$ cat src/rtl/sdram_seq_pkg.sv
package sdram_seq_pkg;

  typedef enum logic [3:0] {
    CMD_MRS = 4'b0000,
    CMD_REF = 4'b0001,
    CMD_PRE = 4'b0010,
    CMD_ACT = 4'b0011,
    CMD_WR  = 4'b0100,
    CMD_RD  = 4'b0101,
    CMD_NOP = 4'b0111
  } sd_cmd_e;

  // nanoseconds to whole clocks, rounded up, never below one
  function automatic int ns_to_clk(input int ns, input int clk_ns);
    int c;
    c = (ns + clk_ns - 1) / clk_ns;
    return (c < 1) ? 1 : c;
  endfunction

  function automatic int burst_code(input int bl);
    case (bl)
      1:       return 0;
      2:       return 1;
      4:       return 2;
      default: return 3;
    endcase
  endfunction

endpackage

$ cat src/rtl/sdram_bank_timer.sv
module sdram_bank_timer #(
  parameter int CW    = 6,
  parameter int ROW_W = 13,
  parameter int TRCD  = 1,
  parameter int TRAS  = 3,
  parameter int TRC   = 3,
  parameter int TRP   = 1,
  parameter int TWR   = 2,
  parameter int BL    = 4
) (
  input  logic             clk,
  input  logic             rst_n,
  input  logic             act,
  input  logic             pre,
  input  logic             rd,
  input  logic             wr,
  input  logic             ap,
  input  logic [ROW_W-1:0] row_in,
  output logic             is_open,
  output logic [ROW_W-1:0] open_row,
  output logic             act_ok,
  output logic             col_ok,
  output logic             pre_ok
);

  // each load is (spacing - 1): counter reaches zero when the spacing is met
  localparam logic [CW-1:0] L_RCD   = CW'(TRCD - 1);
  localparam logic [CW-1:0] L_RAS   = CW'(TRAS - 1);
  localparam logic [CW-1:0] L_RC    = CW'(TRC - 1);
  localparam logic [CW-1:0] L_RP    = CW'(TRP - 1);
  localparam logic [CW-1:0] L_RDPRE = CW'(BL - 1);
  localparam logic [CW-1:0] L_WRPRE = CW'(BL + TWR - 2);
  localparam logic [CW-1:0] L_RDAP  = CW'(BL + TRP - 1);
  localparam logic [CW-1:0] L_WRAP  = CW'(BL + TWR + TRP - 2);

  logic [CW-1:0] cnt_act, cnt_col, cnt_pre;
  logic [CW-1:0] act_n, col_n, pre_n;

  function automatic logic [CW-1:0] dec(input logic [CW-1:0] v);
    return (v == '0) ? '0 : v - 1'b1;
  endfunction

  function automatic logic [CW-1:0] mx(input logic [CW-1:0] a, input logic [CW-1:0] b);
    return (a > b) ? a : b;
  endfunction

  always_comb begin
    act_n = dec(cnt_act);
    col_n = dec(cnt_col);
    pre_n = dec(cnt_pre);
    if (act) begin
      col_n = L_RCD;
      pre_n = mx(pre_n, L_RAS);
      act_n = mx(act_n, L_RC);
    end
    if (pre) act_n = mx(act_n, L_RP);
    if (rd) begin
      pre_n = mx(pre_n, L_RDPRE);
      if (ap) act_n = mx(act_n, L_RDAP);
    end
    if (wr) begin
      pre_n = mx(pre_n, L_WRPRE);
      if (ap) act_n = mx(act_n, L_WRAP);
    end
  end

  always_ff @(posedge clk) begin
    if (!rst_n) begin
      cnt_act  <= '0;
      cnt_col  <= '0;
      cnt_pre  <= '0;
      is_open  <= 1'b0;
      open_row <= '0;
    end else begin
      cnt_act <= act_n;
      cnt_col <= col_n;
      cnt_pre <= pre_n;
      if (act) begin
        is_open  <= 1'b1;
        open_row <= row_in;
      end else if (pre || ((rd || wr) && ap)) begin
        is_open <= 1'b0;
      end
    end
  end

  assign act_ok = (cnt_act == '0);
  assign col_ok = (cnt_col == '0);
  assign pre_ok = (cnt_pre == '0);

  // column command only to an open row once tRCD has elapsed
  p_col_open_r4: assert property (@(posedge clk) disable iff (!rst_n)
    (rd || wr) |-> (is_open && cnt_col == '0));

  // activation only of a closed bank whose wait has expired
  p_act_closed_r6: assert property (@(posedge clk) disable iff (!rst_n)
    act |-> (!is_open && cnt_act == '0));

  // precharge never cuts into tRAS or write recovery
  p_pre_wait_r7: assert property (@(posedge clk) disable iff (!rst_n)
    pre |-> (cnt_pre == '0));

endmodule

$ cat src/rtl/sdram_refresh_timer.sv
module sdram_refresh_timer #(
  parameter int INTERVAL = 390
) (
  input  logic clk,
  input  logic rst_n,
  input  logic run,
  input  logic clr,
  output logic pend
);

  localparam int RW = $clog2(INTERVAL + 1);
  localparam logic [RW-1:0] RELOAD = RW'(INTERVAL - 1);

  logic [RW-1:0] cnt;

  always_ff @(posedge clk) begin
    if (!rst_n) begin
      cnt  <= RELOAD;
      pend <= 1'b0;
    end else begin
      if (!run) begin
        cnt <= RELOAD;
      end else if (cnt == '0) begin
        cnt <= RELOAD;
      end else begin
        cnt <= cnt - 1'b1;
      end
      if (run && cnt == '0) pend <= 1'b1;
      else if (clr) pend <= 1'b0;
    end
  end

  // a pending refresh is held until it is serviced
  p_pend_hold_r9: assert property (@(posedge clk) disable iff (!rst_n)
    (pend && !clr) |=> pend);

endmodule

$ cat src/rtl/sdram_seq.sv
module sdram_seq
  import sdram_seq_pkg::*;
#(
  parameter int CLK_NS      = 20,
  parameter int TRCD_NS     = 18,
  parameter int TRP_NS      = 18,
  parameter int TRAS_NS     = 42,
  parameter int TRC_NS      = 60,
  parameter int TRRD_NS     = 12,
  parameter int TCKS_NS     = 2,
  parameter int TWR_CK      = 2,
  parameter int TMRD_CK     = 2,
  parameter int PWRUP_CYC   = 10000,
  parameter int REF_INT_CYC = 390,
  parameter int BURST_LEN   = 4,
  parameter int CAS_LAT     = 3,
  parameter int WR_SINGLE   = 0,
  parameter int BANKS       = 4,
  parameter int ROW_W       = 13,
  parameter int COL_W       = 9,
  parameter int ADDR_W      = 13
) (
  input  logic              clk,
  input  logic              rst_n,
  input  logic              req_valid,
  output logic              req_ready,
  input  logic [$clog2(BANKS)-1:0] req_bank,
  input  logic [ROW_W-1:0]  req_row,
  input  logic [COL_W-1:0]  req_col,
  input  logic              req_write,
  input  logic              req_ap,
  input  logic              pd_req,
  output logic              sd_cke,
  output logic              sd_cs_n,
  output logic              sd_ras_n,
  output logic              sd_cas_n,
  output logic              sd_we_n,
  output logic [$clog2(BANKS)-1:0] sd_ba,
  output logic [ADDR_W-1:0] sd_addr,
  output logic [1:0]        sd_dqm
);

  localparam int BA_W     = $clog2(BANKS);
  localparam int TRCD     = ns_to_clk(TRCD_NS, CLK_NS);
  localparam int TRP      = ns_to_clk(TRP_NS, CLK_NS);
  localparam int TRAS     = ns_to_clk(TRAS_NS, CLK_NS);
  localparam int TRC      = ns_to_clk(TRC_NS, CLK_NS);
  localparam int TRRD     = ns_to_clk(TRRD_NS, CLK_NS);
  localparam int EXIT_CYC = ns_to_clk(TCKS_NS + CLK_NS, CLK_NS);
  localparam int CW       = $clog2(BURST_LEN + TWR_CK + TRP + TRC + TMRD_CK + EXIT_CYC + 1) + 1;
  localparam int PW       = $clog2(PWRUP_CYC + 1);
  localparam int AP_BIT   = 10;
  localparam logic [CW-1:0] L_RP   = CW'(TRP - 1);
  localparam logic [CW-1:0] L_RC   = CW'(TRC - 1);
  localparam logic [CW-1:0] L_RRD  = CW'(TRRD - 1);
  localparam logic [CW-1:0] L_MRD  = CW'(TMRD_CK - 1);
  localparam logic [CW-1:0] L_EXIT = CW'(EXIT_CYC - 1);
  localparam logic [ADDR_W-1:0] MODE_WORD =
    ADDR_W'(((WR_SINGLE & 1) << 9) | ((CAS_LAT & 7) << 4) | burst_code(BURST_LEN));

  typedef enum logic [2:0] {
    ST_PWR, ST_IPRE, ST_IREF1, ST_IREF2, ST_IMRS, ST_RUN, ST_PD
  } state_e;

  state_e st, st_n;
  sd_cmd_e cmd_q, cmd_n;
  logic [BA_W-1:0]   ba_n;
  logic [ADDR_W-1:0] addr_n;
  logic              cke_n;
  logic [1:0]        dqm_n;
  logic [PW-1:0]     pwr_cnt;
  logic [CW-1:0]     gap, rrd;
  logic              gap_ld;
  logic [CW-1:0]     gap_v;
  logic              act_v, pre_one, pre_all, rd_v, wr_v, ref_clr, ref_pend;

  logic [BANKS-1:0]  open_vec, act_ok_v, col_ok_v, pre_ok_v;
  logic [ROW_W-1:0]  open_row [BANKS];
  logic              any_open, all_pre_ok, all_act_ok, hit;

  // ---------------- per-bank timing state ----------------
  for (genvar g = 0; g < BANKS; g++) begin : g_bank
    logic sel;
    assign sel = (req_bank == BA_W'(g));
    sdram_bank_timer #(
      .CW(CW), .ROW_W(ROW_W), .TRCD(TRCD), .TRAS(TRAS), .TRC(TRC),
      .TRP(TRP), .TWR(TWR_CK), .BL(BURST_LEN)
    ) u_bank (
      .clk      (clk),
      .rst_n    (rst_n),
      .act      (act_v && sel),
      .pre      (pre_all || (pre_one && sel)),
      .rd       (rd_v && sel),
      .wr       (wr_v && sel),
      .ap       (req_ap),
      .row_in   (req_row),
      .is_open  (open_vec[g]),
      .open_row (open_row[g]),
      .act_ok   (act_ok_v[g]),
      .col_ok   (col_ok_v[g]),
      .pre_ok   (pre_ok_v[g])
    );
  end

  sdram_refresh_timer #(.INTERVAL(REF_INT_CYC)) u_refresh (
    .clk   (clk),
    .rst_n (rst_n),
    .run   (st == ST_RUN || st == ST_PD),
    .clr   (ref_clr),
    .pend  (ref_pend)
  );

  assign any_open   = |open_vec;
  assign all_pre_ok = &pre_ok_v;
  assign all_act_ok = &act_ok_v;
  assign hit        = open_vec[req_bank] && (open_row[req_bank] == req_row);

  // ---------------- command decision ----------------
  always_comb begin
    st_n      = st;
    cmd_n     = CMD_NOP;
    ba_n      = '0;
    addr_n    = '0;
    cke_n     = 1'b1;
    dqm_n     = sd_dqm;
    gap_ld    = 1'b0;
    gap_v     = '0;
    act_v     = 1'b0;
    pre_one   = 1'b0;
    pre_all   = 1'b0;
    rd_v      = 1'b0;
    wr_v      = 1'b0;
    ref_clr   = 1'b0;
    req_ready = 1'b0;
    unique case (st)
      ST_PWR: if (pwr_cnt == '0) st_n = ST_IPRE;
      ST_IPRE: if (gap == '0 && all_pre_ok) begin
        cmd_n = CMD_PRE; addr_n[AP_BIT] = 1'b1; pre_all = 1'b1;
        gap_ld = 1'b1; gap_v = L_RP; st_n = ST_IREF1;
      end
      ST_IREF1: if (gap == '0 && all_act_ok) begin
        cmd_n = CMD_REF; gap_ld = 1'b1; gap_v = L_RC; st_n = ST_IREF2;
      end
      ST_IREF2: if (gap == '0 && all_act_ok) begin
        cmd_n = CMD_REF; gap_ld = 1'b1; gap_v = L_RC; st_n = ST_IMRS;
      end
      ST_IMRS: if (gap == '0) begin
        cmd_n = CMD_MRS; addr_n = MODE_WORD; dqm_n = 2'b00;
        gap_ld = 1'b1; gap_v = L_MRD; st_n = ST_RUN;
      end
      ST_RUN: begin
        if (ref_pend) begin
          if (gap == '0) begin
            if (any_open) begin
              if (all_pre_ok) begin
                cmd_n = CMD_PRE; addr_n[AP_BIT] = 1'b1; pre_all = 1'b1;
                gap_ld = 1'b1; gap_v = L_RP;
              end
            end else if (all_act_ok) begin
              cmd_n = CMD_REF; ref_clr = 1'b1; gap_ld = 1'b1; gap_v = L_RC;
            end
          end
        end else if (pd_req) begin
          if (gap == '0) begin
            cke_n = 1'b0; st_n = ST_PD;
          end
        end else if (req_valid && gap == '0) begin
          if (hit) begin
            if (col_ok_v[req_bank]) begin
              cmd_n = req_write ? CMD_WR : CMD_RD;
              ba_n = req_bank;
              addr_n[COL_W-1:0] = req_col;
              addr_n[AP_BIT] = req_ap;
              rd_v = !req_write;
              wr_v = req_write;
              req_ready = 1'b1;
            end
          end else if (open_vec[req_bank]) begin
            if (pre_ok_v[req_bank]) begin
              cmd_n = CMD_PRE; ba_n = req_bank; pre_one = 1'b1;
            end
          end else if (act_ok_v[req_bank] && rrd == '0) begin
            cmd_n = CMD_ACT; ba_n = req_bank;
            addr_n[ROW_W-1:0] = req_row; act_v = 1'b1;
          end
        end
      end
      ST_PD: begin
        cke_n = 1'b0;
        if (!pd_req || ref_pend) begin
          cke_n = 1'b1; gap_ld = 1'b1; gap_v = L_EXIT; st_n = ST_RUN;
        end
      end
      default: st_n = ST_PWR;
    endcase
  end

  // ---------------- state and registered pins ----------------
  always_ff @(posedge clk) begin
    if (!rst_n) begin
      st      <= ST_PWR;
      pwr_cnt <= PW'(PWRUP_CYC - 1);
      gap     <= '0;
      rrd     <= '0;
      cmd_q   <= CMD_NOP;
      sd_ba   <= '0;
      sd_addr <= '0;
      sd_cke  <= 1'b1;
      sd_dqm  <= 2'b11;
    end else begin
      st <= st_n;
      if (st == ST_PWR && pwr_cnt != '0) pwr_cnt <= pwr_cnt - 1'b1;
      if (gap_ld) gap <= gap_v;
      else if (gap != '0) gap <= gap - 1'b1;
      if (act_v) rrd <= L_RRD;
      else if (rrd != '0) rrd <= rrd - 1'b1;
      cmd_q   <= cmd_n;
      sd_ba   <= ba_n;
      sd_addr <= addr_n;
      sd_cke  <= cke_n;
      sd_dqm  <= dqm_n;
    end
  end

  assign {sd_cs_n, sd_ras_n, sd_cas_n, sd_we_n} = cmd_q;

  // an accepted request shows up as its column command one cycle later
  p_ready_col_r12: assert property (@(posedge clk) disable iff (!rst_n)
    req_ready |=> (cmd_q == CMD_RD || cmd_q == CMD_WR));

  // clock enable rises only together with a NOP
  p_exit_nop_r10: assert property (@(posedge clk) disable iff (!rst_n)
    $rose(sd_cke) |-> (cmd_q == CMD_NOP));

  // auto refresh reaches the pins only with every bank closed
  p_ref_closed_r9: assert property (@(posedge clk) disable iff (!rst_n)
    (cmd_q == CMD_REF) |-> (open_vec == '0));

  // nothing is accepted while power-down is requested
  p_pd_block_r10: assert property (@(posedge clk) disable iff (!rst_n)
    pd_req |-> !req_ready);

endmodule

$ cat config.mk
export PLATFORM = sky130hd
export DESIGN_NAME = sdram_seq
export DESIGN_NICKNAME = d
export VERILOG_FILES = /design/src/rtl/sdram_seq_pkg.sv /design/src/rtl/sdram_bank_timer.sv /design/src/rtl/sdram_refresh_timer.sv /design/src/rtl/sdram_seq.sv
export SDC_FILE = /design/constraint.sdc
export NUM_CORES = 1
export LEC_CHECK = 0
export ABC_CLOCK_PERIOD_IN_PS = 3760
export BUFFER_PORTS_ARGS = -buffer_cell sky130_fd_sc_hd__buf_2
export CAP_MARGIN = 10
export CORE_MARGIN = 3
export CORE_UTILIZATION = 50
export CTS_BUF_LIST = sky130_fd_sc_hd__clkbuf_8
export CTS_CLUSTER_DIAMETER = 60
export DETAILED_ROUTE_END_ITERATION = 12
export GPL_TIMING_DRIVEN = 0
export PLACE_DENSITY = 0.79
export SKIP_LAST_GASP = 1
export SLEW_MARGIN = 20
export SYNTH_ARGS = -nofsm -noshare
export SYNTH_HDL_FRONTEND = slang
export SYNTH_HIERARCHICAL = 1
export SYNTH_SLANG_ARGS = --single-unit
$ cat constraint.sdc
create_clock -name clk -period 3.76 [get_ports clk]
set_input_delay 0.188 -clock clk [delete_from_list [all_inputs] [get_ports clk]]
set_output_delay 0.188 -clock clk [all_outputs]
set_load 0.01 [all_outputs]
# After elaboration in Yosys (flattened, before gate mapping)
# Cells that the tools add are included.
# totals
register_bits	175
in_bits	30
output_inout_bits	23
elab_cells	390
# op_classes
n_addsub	16
n_lt_le_gt_ge	30
n_eq_ne	19
n_mux	206
n_bitwise	5
n_reduce_logical	83
# op_table
operator	n
$mux 5	74
$mux 13	6
$mux 1	72
$logic_not 5->1	14
$sub 5x1->5 const B	14
$gt 5x2->1 const B	12
$gt 5x3->1 const B	12
$mux 3	16
$mux 4	7
$logic_and 1x1->1	27
$bmux 13 s2	1
$mux 2	13
$pmux 3 s7	1
$gt 5x1->1 const B	4
$pmux 10 s2	1
$mux 9	2
$pmux 4 s4	1
$reduce_or 3->1	5
$logic_not 14->1	1
$logic_or 1x1->1	14
$ne 2x2->1 const B	7
$reduce_bool 14->1	1
$sub 14x1->14 const B	1
$eq 13x13->1	1
31 further kinds	52

# Longest topological paths before layout
# depth
word_depth	24
depth_mapped	16
depth_no_buf	14

# Cells and area by module
# Netlist, hierarchy kept.
# modules_own_cells
module	instances	cells_each	area_each_um2	seq_area_each_um2
sdram_bank_timer	4	149	1366.3	580.6
sdram_seq	1	351	3088.0	940.9
sdram_refresh_timer	1	47	471.7	200.2

# Least setup slack after synthesis
# No wires, ideal clock.
# synth_path
kind	register -> register
from	register gap[0]
to	register g_bank[0].u_bank.open_row[10]
setup_time_ps	128
arrival_time_ps	3152
t_required_ps	3632
slack_ps	480
path_stages_with_launch	12
path_buffers	2
period_less_slack_ps	3280
path_cell_list	dfxtp_1 inv_1 ha_1 nor4b_2 nand3_1 or2_2 or2_2 nor3_1 buf_2 buf_1 mux2i_1 nor2_1
# synth_between
elab_chain_cells	7
# synth_rtl
item	line	text
start: declaration	sdram_seq.sv:72	logic [CW-1:0] gap, rrd;
start signal: assignment	sdram_seq.sv:213	if (gap_ld) gap <= gap_v;
start signal: assignment	sdram_seq.sv:214	else if (gap != '0) gap <= gap - 1'b1;
$logic_not 5->1	sdram_seq.sv:167	end else if (req_valid && gap == '0) begin
$logic_and 1x1->1	sdram_seq.sv:167	
$mux 1	sdram_seq.sv:167	
$mux 1	sdram_seq.sv:163	end else if (pd_req) begin
$mux 1	sdram_seq.sv:152	if (ref_pend) begin
$mux 1	sdram_seq.sv:135	unique case (st)
$logic_and 1x1->1	sdram_seq.sv:91	.act (act_v && sel),
end signal: assignment	sdram_bank_timer.sv:80	open_row <= row_in;
end: declaration	sdram_bank_timer.sv:20	output logic [ROW_W-1:0] open_row,
# Every way passes these cells.
# A chain may end at the register's enable or synchronous reset.

# Worst setup path after layout
# layout_path
from	register g_bank[3].u_bank.cnt_act[0]
to	register g_bank[1].u_bank.cnt_act[1]
# layout_between
elab_chain_cells	24
# layout_rtl
item	line	text
start: declaration	sdram_bank_timer.sv:36	logic [CW-1:0] cnt_act, cnt_col, cnt_pre;
start signal: assignment	sdram_bank_timer.sv:75	cnt_act <= act_n;
$logic_not 5->1 (*)	sdram_bank_timer.sv:87	assign act_ok = (cnt_act == '0);
via act_ok_v[3]	sdram_seq.sv:77	logic [BANKS-1:0] open_vec, act_ok_v, col_ok_v, pre_ok_v;
$bmux 1 s2 (*)	sdram_seq.sv:182	end else if (act_ok_v[req_bank] && rrd == '0) begin
$mux 1 (not written as such) (*)	sdram_seq.sv:182	
$logic_and 1x1->1 (*)	sdram_seq.sv:182	
$mux 1 (*)	sdram_seq.sv:182	
$mux 1 (*)	sdram_seq.sv:178	end else if (open_vec[req_bank]) begin
$mux 1 (*)	sdram_seq.sv:168	if (hit) begin
[... 9 more ...]	n/a	
$gt 5x3->1	sdram_bank_timer.sv:44	return (a > b) ? a : b;
$mux 5	sdram_bank_timer.sv:44	
$mux 5	sdram_bank_timer.sv:59	if (ap) act_n = mx(act_n, L_RDAP);
$mux 5 (*)	sdram_bank_timer.sv:57	if (rd) begin
$gt 5x3->1	sdram_bank_timer.sv:44	
$mux 5	sdram_bank_timer.sv:44	
$mux 5	sdram_bank_timer.sv:63	if (ap) act_n = mx(act_n, L_WRAP);
$mux 5 (*)	sdram_bank_timer.sv:61	if (wr) begin
end signal: assignment	sdram_bank_timer.sv:75	
end: declaration	sdram_bank_timer.sv:36	
# Mark *: on every way through the listed nets, which the timed path passes. The rest lies on a longest branch. The select of a mux whose other input is x is not followed.

==> flow_metrics.tcl <==
set metrics [dict create \
    status "completed" \
    ys_seq_area_frac 0.384 \
    max_cap_viol_count 0 \
    leakage_nw 3.89 \
    critPathKind "flip-flop to flip-flop" \
    yosysWarningCount 6 \
    hpwl_um 14800 \
    hold_path.class "primary input to flip-flop" \
    grtUsageMet2 0.363 \
    htree_num_levels 4 \
    dp_cells 1269 \
    dieArea_um2 19700 \
    num_io_pins 53 \
    yosysUniqueCellTypes 77 \
    wl_um 20900 \
    dr_total_vias 7524 \
    postSynthCellCount 994 \
    grt_pass1_wl_um 35200 \
    post-route-period-util 0.944 \
    drv_slew 0 \
    syn_to_final_growth_pct 11.8 \
    p_per_area_nw_per_um2 565 \
    fin_util 0.577 \
    fp.dieW_um 140 \
    clock_sinks 173 \
    synth_top_area_share 0.384 \
    setup_viol 0 \
    gp_congestion 0.858 \
    clockRootBuffer "clkbuf_8" \
    grt_use_total 0.216 \
    end_kind "flip-flop" \
    drive_gt1_frac 0.121 \
    avgSynthCellArea_um2 9.08 \
    portBuffers 50 \
    cp.arrival_ps 3970 \
    worst_slew_pin_slew_ps 1050 \
    whs_ps 21.0 \
    final_cell_area_um2 10100 \
    ant_nets 0 \
    routedWlPerCell_um 16.0 \
    overflow 0 \
    clockBufferDepth 2 \
    drc 0 \
    grt_use_met1 0.278 \
    antennaDiodeCount 0 \
    timing.final.hold_violations 0 \
    slew_headroom 0.292 \
    path_clk_slew_ps 90 \
    worstPathMaxFanout 19 \
    synth_edf_count 0 \
    grt_pass1_vias 7172 \
    fmax_ghz 0.282 \
    fin_skew_ps 12.8 \
    row_count 48 \
    antenna_found_initial 0 \
    core_um2 17500 \
    grt_max_degree 20 \
    fin_crit_ps 3550 \
    gr-usage-met3 0.0396 \
    viasPerCell 5.75 \
    insertion_delay_ps 480 \
    drtIter0Drc 588 \
    numCtsBuffers 17 \
    syn_area_um2 9020 \
    placement.cell_area_um2 9560 \
    start_kind "flip-flop" \
    instances_no_fill 1309 \
    synthArstFlopShare 0 \
    cts_tree "yes" \
    syn-num-nets 1049 \
    grt_busiest_layer "met2" \
    ir_drop_mv 0.355 \
    fin_ws_ps 212 \
    synth_area_leaders "dfxtp_1 (38%), mux2i_1 (7.2%), nor2_1 (5.2%)" \
    synth_top_area_cell "dfxtp_1" \
    drtPass1Iterations 5 \
    die_height_um 140 \
    ys.flop_type "dfxtp_1" \
    fin_nets 1126 \
    grt_setup_unrepaired "false" \
    place_ws_ps -509 \
    required_ps 4180 \
    initial_core_util 0.516 \
    ys_ff_latch 173 \
]
-- cells in the mapped netlist, types with 5 or more instances --
cell type,count
or4b_1,5
inv_1,52
clkinv_1,5
o22ai_1,5
or2_2,7
o31ai_1,10
nand2_1,44
nand3_1,15
or3_1,10
nand3b_1,13
a211oi_1,7
nor2b_1,7
nor4_1,18
a22o_1,9
a21oi_1,39
buf_1,5
xor2_1,11
nand2b_1,34
a21o_1,6
a31oi_1,5
nor4b_1,10
o21ai_0,43
dfxtp_1,173
ha_1,25
buf_4,6
or4_1,5
nor3_1,37
mux2i_1,65
clkbuf_1,23
o21bai_1,8
o21ai_1,5
o21a_1,10
mux4_1,10
and2_1,7
o211ai_1,9
nor2_1,125
xnor2_1,35
o311a_1,8
-- report_power, final --
group | switching (mW) | total [mW] | leakage [nW] | internal (mW)
logic | 1.16 | 2.06 | 2.27 | 0.902
clock network | 0.692 | 1.32 | 0.209 | 0.629
registers | 0.249 | 2.32 | 1.41 | 2.07
-- final timing paths --
kind,from,end,slack (ps),depth (start not counted)
max,g_bank[3].u_bank/cnt_act[0],g_bank[1].u_bank/cnt_act[1],210,12
min,req_row[2],sd_addr[2],20,2
max reg2reg,g_bank[3].u_bank/cnt_act[0],g_bank[1].u_bank/cnt_act[1],210,12
min reg2reg,u_refresh/cnt[0],u_refresh/cnt[0],410,1
-- kinds of logic (layout without fill, tap and decap cells) --
group / Yosys count / after routing / share of synthesized area
xor+xnor: 46 / 46 / 0.0446
other cells: 1 / 1 / 0.000416
simple gates: 364 / 364 / 0.213
mux: 79 / 79 / 0.109
buf+inv: 101 / 191 / 0.0510
flops: 173 / 173 / 0.384
compound gates: 205 / 205 / 0.164
fa+ha+maj: 25 / 25 / 0.0347
-- critical path, stage by stage (launching register included) --
cell      delay, ps
dfxtp_1         390
inv_1           100
ha_1            180
nand2b_1        140
nor3_2          350
mux4_2          340
or3b_1          450
or2_2           380
nor2_1          130
buf_2           470
inv_1           190
a21oi_1         170
o221a_1         180
-- what timing repair did --
item / CTS / global route
setup endpoints to repair: 40 / 20
buffers inserted: 0 / 0
endpoints found under the hold margin: 8 / 1
gates cloned: 0 / 0
gates resized for setup: 8 / 4
hold buffers: 9 / 1
-- flip-flops by register name, indices dropped and copies added, names as in the netlist, 9 cells and up --
name / flops
g_bank.u_bank/cnt_act: 20
g_bank.u_bank/cnt_col: 20
u_refresh/cnt: 9
g_bank.u_bank/cnt_pre: 20
pwr_cnt: 14
g_bank.u_bank/open_row: 52
sd_addr: 13
-- metal layers --
| layer | up-vias | wire length (um) |
|---|---|---|
| met4 | 0 | 427 |
| met5 | - | 0 |
| met2 | 189 | 9970 |
| met3 | 34 | 937 |
| li1 | 3729 | - |
| met1 | 3572 | 9580 |
-- cell type report --
cell class | count | area, um^2
inverter | 57 | 214
multi-input combinational | 720 | 5140
clock buffer | 19 | 262
buffer | 42 | 244
clock inverter | 13 | 141
sequential | 173 | 3460
tap | 225 | 282
timing repair buffer | 60 | 350
fill | 1511 | 7380
-- cells in the final DEF, fill, tap and decap left out, types with 33 or more instances in the layout --
master / count
o21ai_0: 43
buf_2: 54
inv_1: 55
nor2_1: 125
nand2_1: 44
nor3_1: 33
mux2i_1: 65
dfxtp_1: 173
a21oi_1: 39
nand2b_1: 34
xnor2_1: 35
-- stage by stage --
| step | setup TNS, ps | power (mW) |
|---|---|---|
| global placement | -16360 | 4.27 |
| global route | 0 | 6.07 |
| finish | 0 | 5.70 |
| detailed placement | -16100 | 4.33 |
| CTS | 0 | 5.69 |
| floorplan | 0 | 3.88 |
Power figures use the tool's default switching activity.
